==> config.mk <==
export PLATFORM = sky130hd
export DESIGN_NAME = psum_sat_unit
export DESIGN_NICKNAME = d
export VERILOG_FILES = /design/src/rtl/psum_pkg.sv /design/src/rtl/psum_decode.sv /design/src/rtl/psum_lane_adder.sv /design/src/rtl/psum_sticky.sv /design/src/rtl/psum_sat_unit.sv
export SDC_FILE = /design/constraint.sdc
export NUM_CORES = 1
export LEC_CHECK = 0
export BUFFER_PORTS_ARGS = -buffer_cell sky130_fd_sc_hd__buf_2
export CAP_MARGIN = 10
export CORE_AREA = 4 4 166 168
export CTS_BUF_LIST = sky130_fd_sc_hd__clkbuf_2 sky130_fd_sc_hd__clkbuf_4 sky130_fd_sc_hd__clkbuf_8
export CTS_CLUSTER_SIZE = 16
export DETAILED_ROUTE_END_ITERATION = 16
export DIE_AREA = 0 0 170 172
export PLACE_DENSITY = 0.75
export SYNTH_ARGS = -nofsm -noshare
export SYNTH_HDL_FRONTEND = slang
export SYNTH_SLANG_ARGS = --single-unit
==> constraint.sdc <==
create_clock -name clk -period 7 [get_ports clk]
set_clock_uncertainty 0.15 [all_clocks]
set_input_delay 1.4 -clock clk [delete_from_list [all_inputs] [get_ports clk]]
set_output_delay 1.4 -clock clk [all_outputs]
set_load 0.01 [all_outputs]
==> src/rtl/psum_pkg.sv <==
package psum_pkg;
  parameter int LANE_W   = 32;
  parameter int LANES    = 4;
  parameter int REG_W    = 5;
  parameter int INSN_W   = 32;
  parameter int PRIM_W   = 6;
  parameter int EXT_W    = 11;
  parameter logic [PRIM_W-1:0] PRIM_OP = 6'd4;
  parameter logic [EXT_W-1:0]  EXT_OP  = 11'd1672;

  localparam int VEC_W  = LANE_W * LANES;
  localparam int PAIRS  = LANES / 2;
  localparam int SUM_W  = LANE_W + 2;
  localparam int DST_LO = INSN_W - PRIM_W - REG_W;
endpackage

==> src/rtl/psum_decode.sv <==
module psum_decode
  import psum_pkg::*;
(
  input  logic              in_valid,
  input  logic [INSN_W-1:0] insn,
  output logic              hit,
  output logic [REG_W-1:0]  dst
);
  logic prim_ok;
  logic ext_ok;

  always_comb begin
    prim_ok = (insn[INSN_W-1 -: PRIM_W] == PRIM_OP);
    ext_ok  = (insn[EXT_W-1:0] == EXT_OP);
    hit     = in_valid && prim_ok && ext_ok;
    dst     = insn[DST_LO +: REG_W];
  end
endmodule

==> src/rtl/psum_lane_adder.sv <==
module psum_lane_adder #(
  parameter int W = 32
) (
  input  logic [W-1:0] op_x,
  input  logic [W-1:0] op_y,
  input  logic [W-1:0] op_z,
  output logic [W-1:0] res,
  output logic         sat
);
  localparam int SW = W + 2;

  logic [SW-1:0] ext_x, ext_y, ext_z, total;
  logic          top_sign;
  logic [1:0]    guard;
  logic          over, under;

  always_comb begin
    ext_x    = {{2{op_x[W-1]}}, op_x};
    ext_y    = {{2{op_y[W-1]}}, op_y};
    ext_z    = {{2{op_z[W-1]}}, op_z};
    total    = ext_x + ext_y + ext_z;
    top_sign = total[SW-1];
    guard    = total[SW-2:SW-3];
    over     = !top_sign && ((guard != 2'b00) || total[W-1]);
    under    = top_sign && ((guard != 2'b11) || !total[W-1]);
    sat      = over || under;
    if (over)
      res = {1'b0, {(W-1){1'b1}}};
    else if (under)
      res = {1'b1, {(W-1){1'b0}}};
    else
      res = total[W-1:0];
  end
endmodule

==> src/rtl/psum_sticky.sv <==
module psum_sticky (
  input  logic clk,
  input  logic rst,
  input  logic clr,
  input  logic set,
  output logic flag
);
  always_ff @(posedge clk) begin
    if (rst)
      flag <= 1'b0;
    else if (clr)
      flag <= 1'b0;
    else if (set)
      flag <= 1'b1;
  end
endmodule

==> src/rtl/psum_sat_unit.sv <==
module psum_sat_unit
  import psum_pkg::*;
(
  input  logic              clk,
  input  logic              rst,
  input  logic              in_valid,
  input  logic [INSN_W-1:0] insn,
  input  logic [VEC_W-1:0]  src_a,
  input  logic [VEC_W-1:0]  src_b,
  input  logic              sat_clear,
  output logic              wr_en,
  output logic [REG_W-1:0]  wr_idx,
  output logic [VEC_W-1:0]  wr_data,
  output logic              sat_flag
);
  logic             hit;
  logic [REG_W-1:0] dst;
  logic [VEC_W-1:0] next_data;
  logic [PAIRS-1:0] pair_sat;

  psum_decode u_dec (
    .in_valid (in_valid),
    .insn     (insn),
    .hit      (hit),
    .dst      (dst)
  );

  for (genvar p = 0; p < PAIRS; p++) begin : g_pair
    localparam int EVN = 2 * p;
    localparam int ODD = 2 * p + 1;
    localparam int EVN_HI = VEC_W - 1 - EVN * LANE_W;
    localparam int ODD_HI = VEC_W - 1 - ODD * LANE_W;

    logic [LANE_W-1:0] lane_res;

    psum_lane_adder #(.W(LANE_W)) u_add (
      .op_x (src_a[EVN_HI -: LANE_W]),
      .op_y (src_a[ODD_HI -: LANE_W]),
      .op_z (src_b[ODD_HI -: LANE_W]),
      .res  (lane_res),
      .sat  (pair_sat[p])
    );

    assign next_data[EVN_HI -: LANE_W] = '0;
    assign next_data[ODD_HI -: LANE_W] = lane_res;
  end

  always_ff @(posedge clk) begin
    if (rst) begin
      wr_en   <= 1'b0;
      wr_idx  <= '0;
      wr_data <= '0;
    end else begin
      wr_en <= hit;
      if (hit) begin
        wr_idx  <= dst;
        wr_data <= next_data;
      end
    end
  end

  psum_sticky u_sticky (
    .clk  (clk),
    .rst  (rst),
    .clr  (sat_clear),
    .set  (hit && (|pair_sat)),
    .flag (sat_flag)
  );
endmodule

==> results.sh <==
export IMPL_dr_first_iter_drc_count=530
export IMPL_finalCriticalPeriod_ns=6.49
export IMPL_fin_ws_ns=0.507
export IMPL_vias=10100
export IMPL_wl_met2_mm=14.6
export IMPL_via_per_inst=5.29
export IMPL_clk_pin_slew_ns=0.08
export IMPL_die_y_um=172
export IMPL_final_antenna_net_count=0
export IMPL_rows=59
export IMPL_multi_input_area_sq_um=7660
export IMPL_rsz0062_at_grt="no"
export IMPL_path_max_fanout=26
export IMPL_nets=1999
export IMPL_synth_top_cells_by_count="142 x a21oi_1, 132 x ha_1, 117 x nand2_1, 110 x nor2_1, 92 x o21ai_0"
export IMPL_setup_viol=0
export IMPL_drive_gt1_frac=0.237
export IMPL_ys_warn_count=0
export IMPL_hold_viol=0
export IMPL_peakVddDrop_mv=0.0786
export IMPL_fp_dieW_um=170
export IMPL_clock_sinks=71
export IMPL_r2r_setup_slack_ns=6.12
export IMPL_drc_errors=0
export IMPL_timing_final_crit_share=0.928
export IMPL_cts_root_buf="clkbuf_8"
export IMPL_yosysSeqAreaShare=0.148
export IMPL_grt_max_degree=45
export IMPL_areaGrowthSynthToFinish_pct=20.2
export IMPL_cp_arrival_ns=6.59
export IMPL_worst_hold_path_type="reg2reg"
export IMPL_synth_flop_cell="dfxtp_1"
export IMPL_syn_area_sq_um=9590
export IMPL_first_global_vias=9685
export IMPL_netlist_instances=1274
export IMPL_maxCapViolCount=0
export IMPL_h_tree_depth=3
export IMPL_dr_wl_met3_mm=2.29
export IMPL_wire_per_inst_um=15.5
export IMPL_seqPwrFrac=0.183
export IMPL_diodes=0
export IMPL_antenna_found_initial=0
export IMPL_p_comb_frac=0.672
export IMPL_grt_usage=0.191
export IMPL_dieArea_sq_um=29200
export IMPL_p_leak_uw=0.00556
export IMPL_outcome="completed"
export IMPL_drt_pass1_iter_count=5
export IMPL_wl_met1_mm=12.1
export IMPL_io_pins=427
export IMPL_powerDensity_nw_per_um2=191
export IMPL_cts_hold_buffers_added=0
export IMPL_start_kind="input pin"
export IMPL_top_layer_used="met4"
export IMPL_place_congestion=0.884
export IMPL_num_fill_cells=2675
export IMPL_yosysUniqueCellTypes=73
export IMPL_synthMostInstantiatedCell="a21oi_1"
export IMPL_hpwlAfterDp_mm=24.6
export IMPL_synth_edf_count=0
export IMPL_ys_async_sr_fraction=0
export IMPL_synth_top_area_cell="ha_1"
export IMPL_fmax_mhz=154
export IMPL_clockPowerShare=0.145
export IMPL_numCtsBuffers=9
export IMPL_p_int_uw=1170
export IMPL_seq_area_sq_um=1420
export IMPL_finish_utilization=0.445
export IMPL_synth_area_leaders="ha_1 17%, dfxtp_1 15%, a21oi_1 7.4%, xnor2_1 7.0%, buf_4 5.0%"
export IMPL_worstMarginPinSlew_ns=0.759
export IMPL_cts_tree="built"
export IMPL_coreArea_sq_um=25900
export IMPL_clock_path_buffers=2
export IMPL_grt_pass1_wl_mm=46.2
export IMPL_p_sw_uw=1030
export IMPL_critPathCaptureType="register"
export IMPL_crit_required_ns=7.10
export IMPL_yosysTopAreaCellShare=0.172
export IMPL_clk_latency_ns=0.37
export IMPL_slew_viol_final=0
export IMPL_grt_overflow=0
export IMPL_critPathKind="in2reg"
export IMPL_place_ws_ns=0.143
export IMPL_power_switching_share=0.469
export IMPL_initial_core_util=0.370
export IMPL_numPortBuffers=288
export IMPL_wirelength_mm=29.6
export IMPL_ys_ff_latch=71
export IMPL_slew_headroom=0.494
export IMPL_synth_area_per_cell_sq_um=7.53
export IMPL_tns_ns=0
==> power groups by stage <==
stage / logic (uW) / clock network, uW / registers, uW
CTS: 1470 / 333 / 403
finish: 1480 / 318 / 403
global placement: 1440 / 0 / 413
detailed placement: 1460 / 0 / 413
global route: 1650 / 348 / 404
floorplan: 1110 / 0 / 413
==> metrics by stage <==
step           total power [uW]  instances  hold slack, ns  instance area [sq um]
4_1_cts                    2210       1910           0.305                  11500
6_report                   2200       1911           0.302                  11500
2_1_floorplan              1520       1337           0.326                   9830
3_5_place_dp               1870       1894           0.293                  11300
3_3_place_gp               1850       1894           0.285                  11300
5_1_grt                    2400       1911           0.334                  11500
==> flip-flops by register name (all words and copies together) (netlist names) <==
| name | count |
|---|---|
| wr_data | 64 |
| wr_idx | 5 |
| u_sticky.flag | 1 |
| wr_en | 1 |
==> per-layer routing <==
layer	global-route usage	vias to the layer above
li1	-	5115
met1	0.226	4547
met2	0.351	402
met3	0.0343	49
met4	0.0576	0
met5	0	-
==> path summary, 6_finish.rpt <==
kind	startpoint	to	cells after the start
worst min register to register	wr_idx[0]$_SDFFE_PP0P_	wr_idx[0]$_SDFFE_PP0P_	2
worst max-delay path	src_a[1]	wr_data[11]$_SDFFE_PP0P_	25
worst max register to register	wr_data[69]$_SDFFE_PP0P_	wr_data[69]$_SDFFE_PP0P_	2
worst min-delay path	wr_idx[0]$_SDFFE_PP0P_	wr_idx[0]$_SDFFE_PP0P_	2
==> area by class of cell <==
class	instances	share of cell area
multi-input combinational	1135	0.665
timing repair buffer	318	0.149
sequential	71	0.123
tap	335	0.0364
inverter	36	0.0117
clock buffer	9	0.0107
clock inverter	7	0.00434
==> critical path, stage by stage <==
cell and delay [ns]:
buf_2 0.10, ha_1 0.30, a211oi_1 0.32, buf_4 0.18, o21ai_0 0.11, a31oi_1 0.32, o21ai_0 0.28, o21a_1 0.26
o21ai_0 0.24, nand2_1 0.09, a21oi_1 0.18, xnor2_1 0.14, ha_1 0.31, a21o_1 0.18, a211o_1 0.37, a2111oi_4 0.40
a21oi_1 0.12, buf_4 0.17, o21ai_1 0.19, xnor2_1 0.10, and2_1 0.17, buf_4 0.14, o31ai_4 0.21, buf_12 0.21
o21ai_0 0.10
==> kinds of logic (layout without fill, tap and decap cells) <==
kind of cell / Yosys count / count (layout) / synth area share
AO/OA/AOI/OAI: 451 / 451 / 0.307
XOR/XNOR: 110 / 110 / 0.100
adder cells (fa/ha/maj): 136 / 136 / 0.181
buffers and inverters: 131 / 370 / 0.0790
flip-flops: 71 / 71 / 0.148
multiplexers: 3 / 3 / 0.00326
other: 1 / 64 / 0.000391
AND/OR/NAND/NOR: 371 / 371 / 0.182
==> repair_timing <==
| action | in CTS | in global routing |
|---|---|---|
| endpoints found under the setup margin | 0 | 31 |
| setup buffers | 0 | 1 |
| resized for setup | 0 | 2 |
==> cell usage in the layout (no fill, tap or decap), types with 18 or more instances in the layout <==
cell type and count:
and3_1 18, conb_1 64, a21o_1 46, ha_1 132
a211oi_1 31, dfxtp_1 71, o21a_1 25, a21oi_1 142
inv_1 36, nand3_1 29, nor2_1 109, nand2_1 117
xnor2_1 77, xor2_1 33, nor3_1 18, o21ai_0 92
buf_2 288, buf_4 26
(Power assumes the default switching activity.)
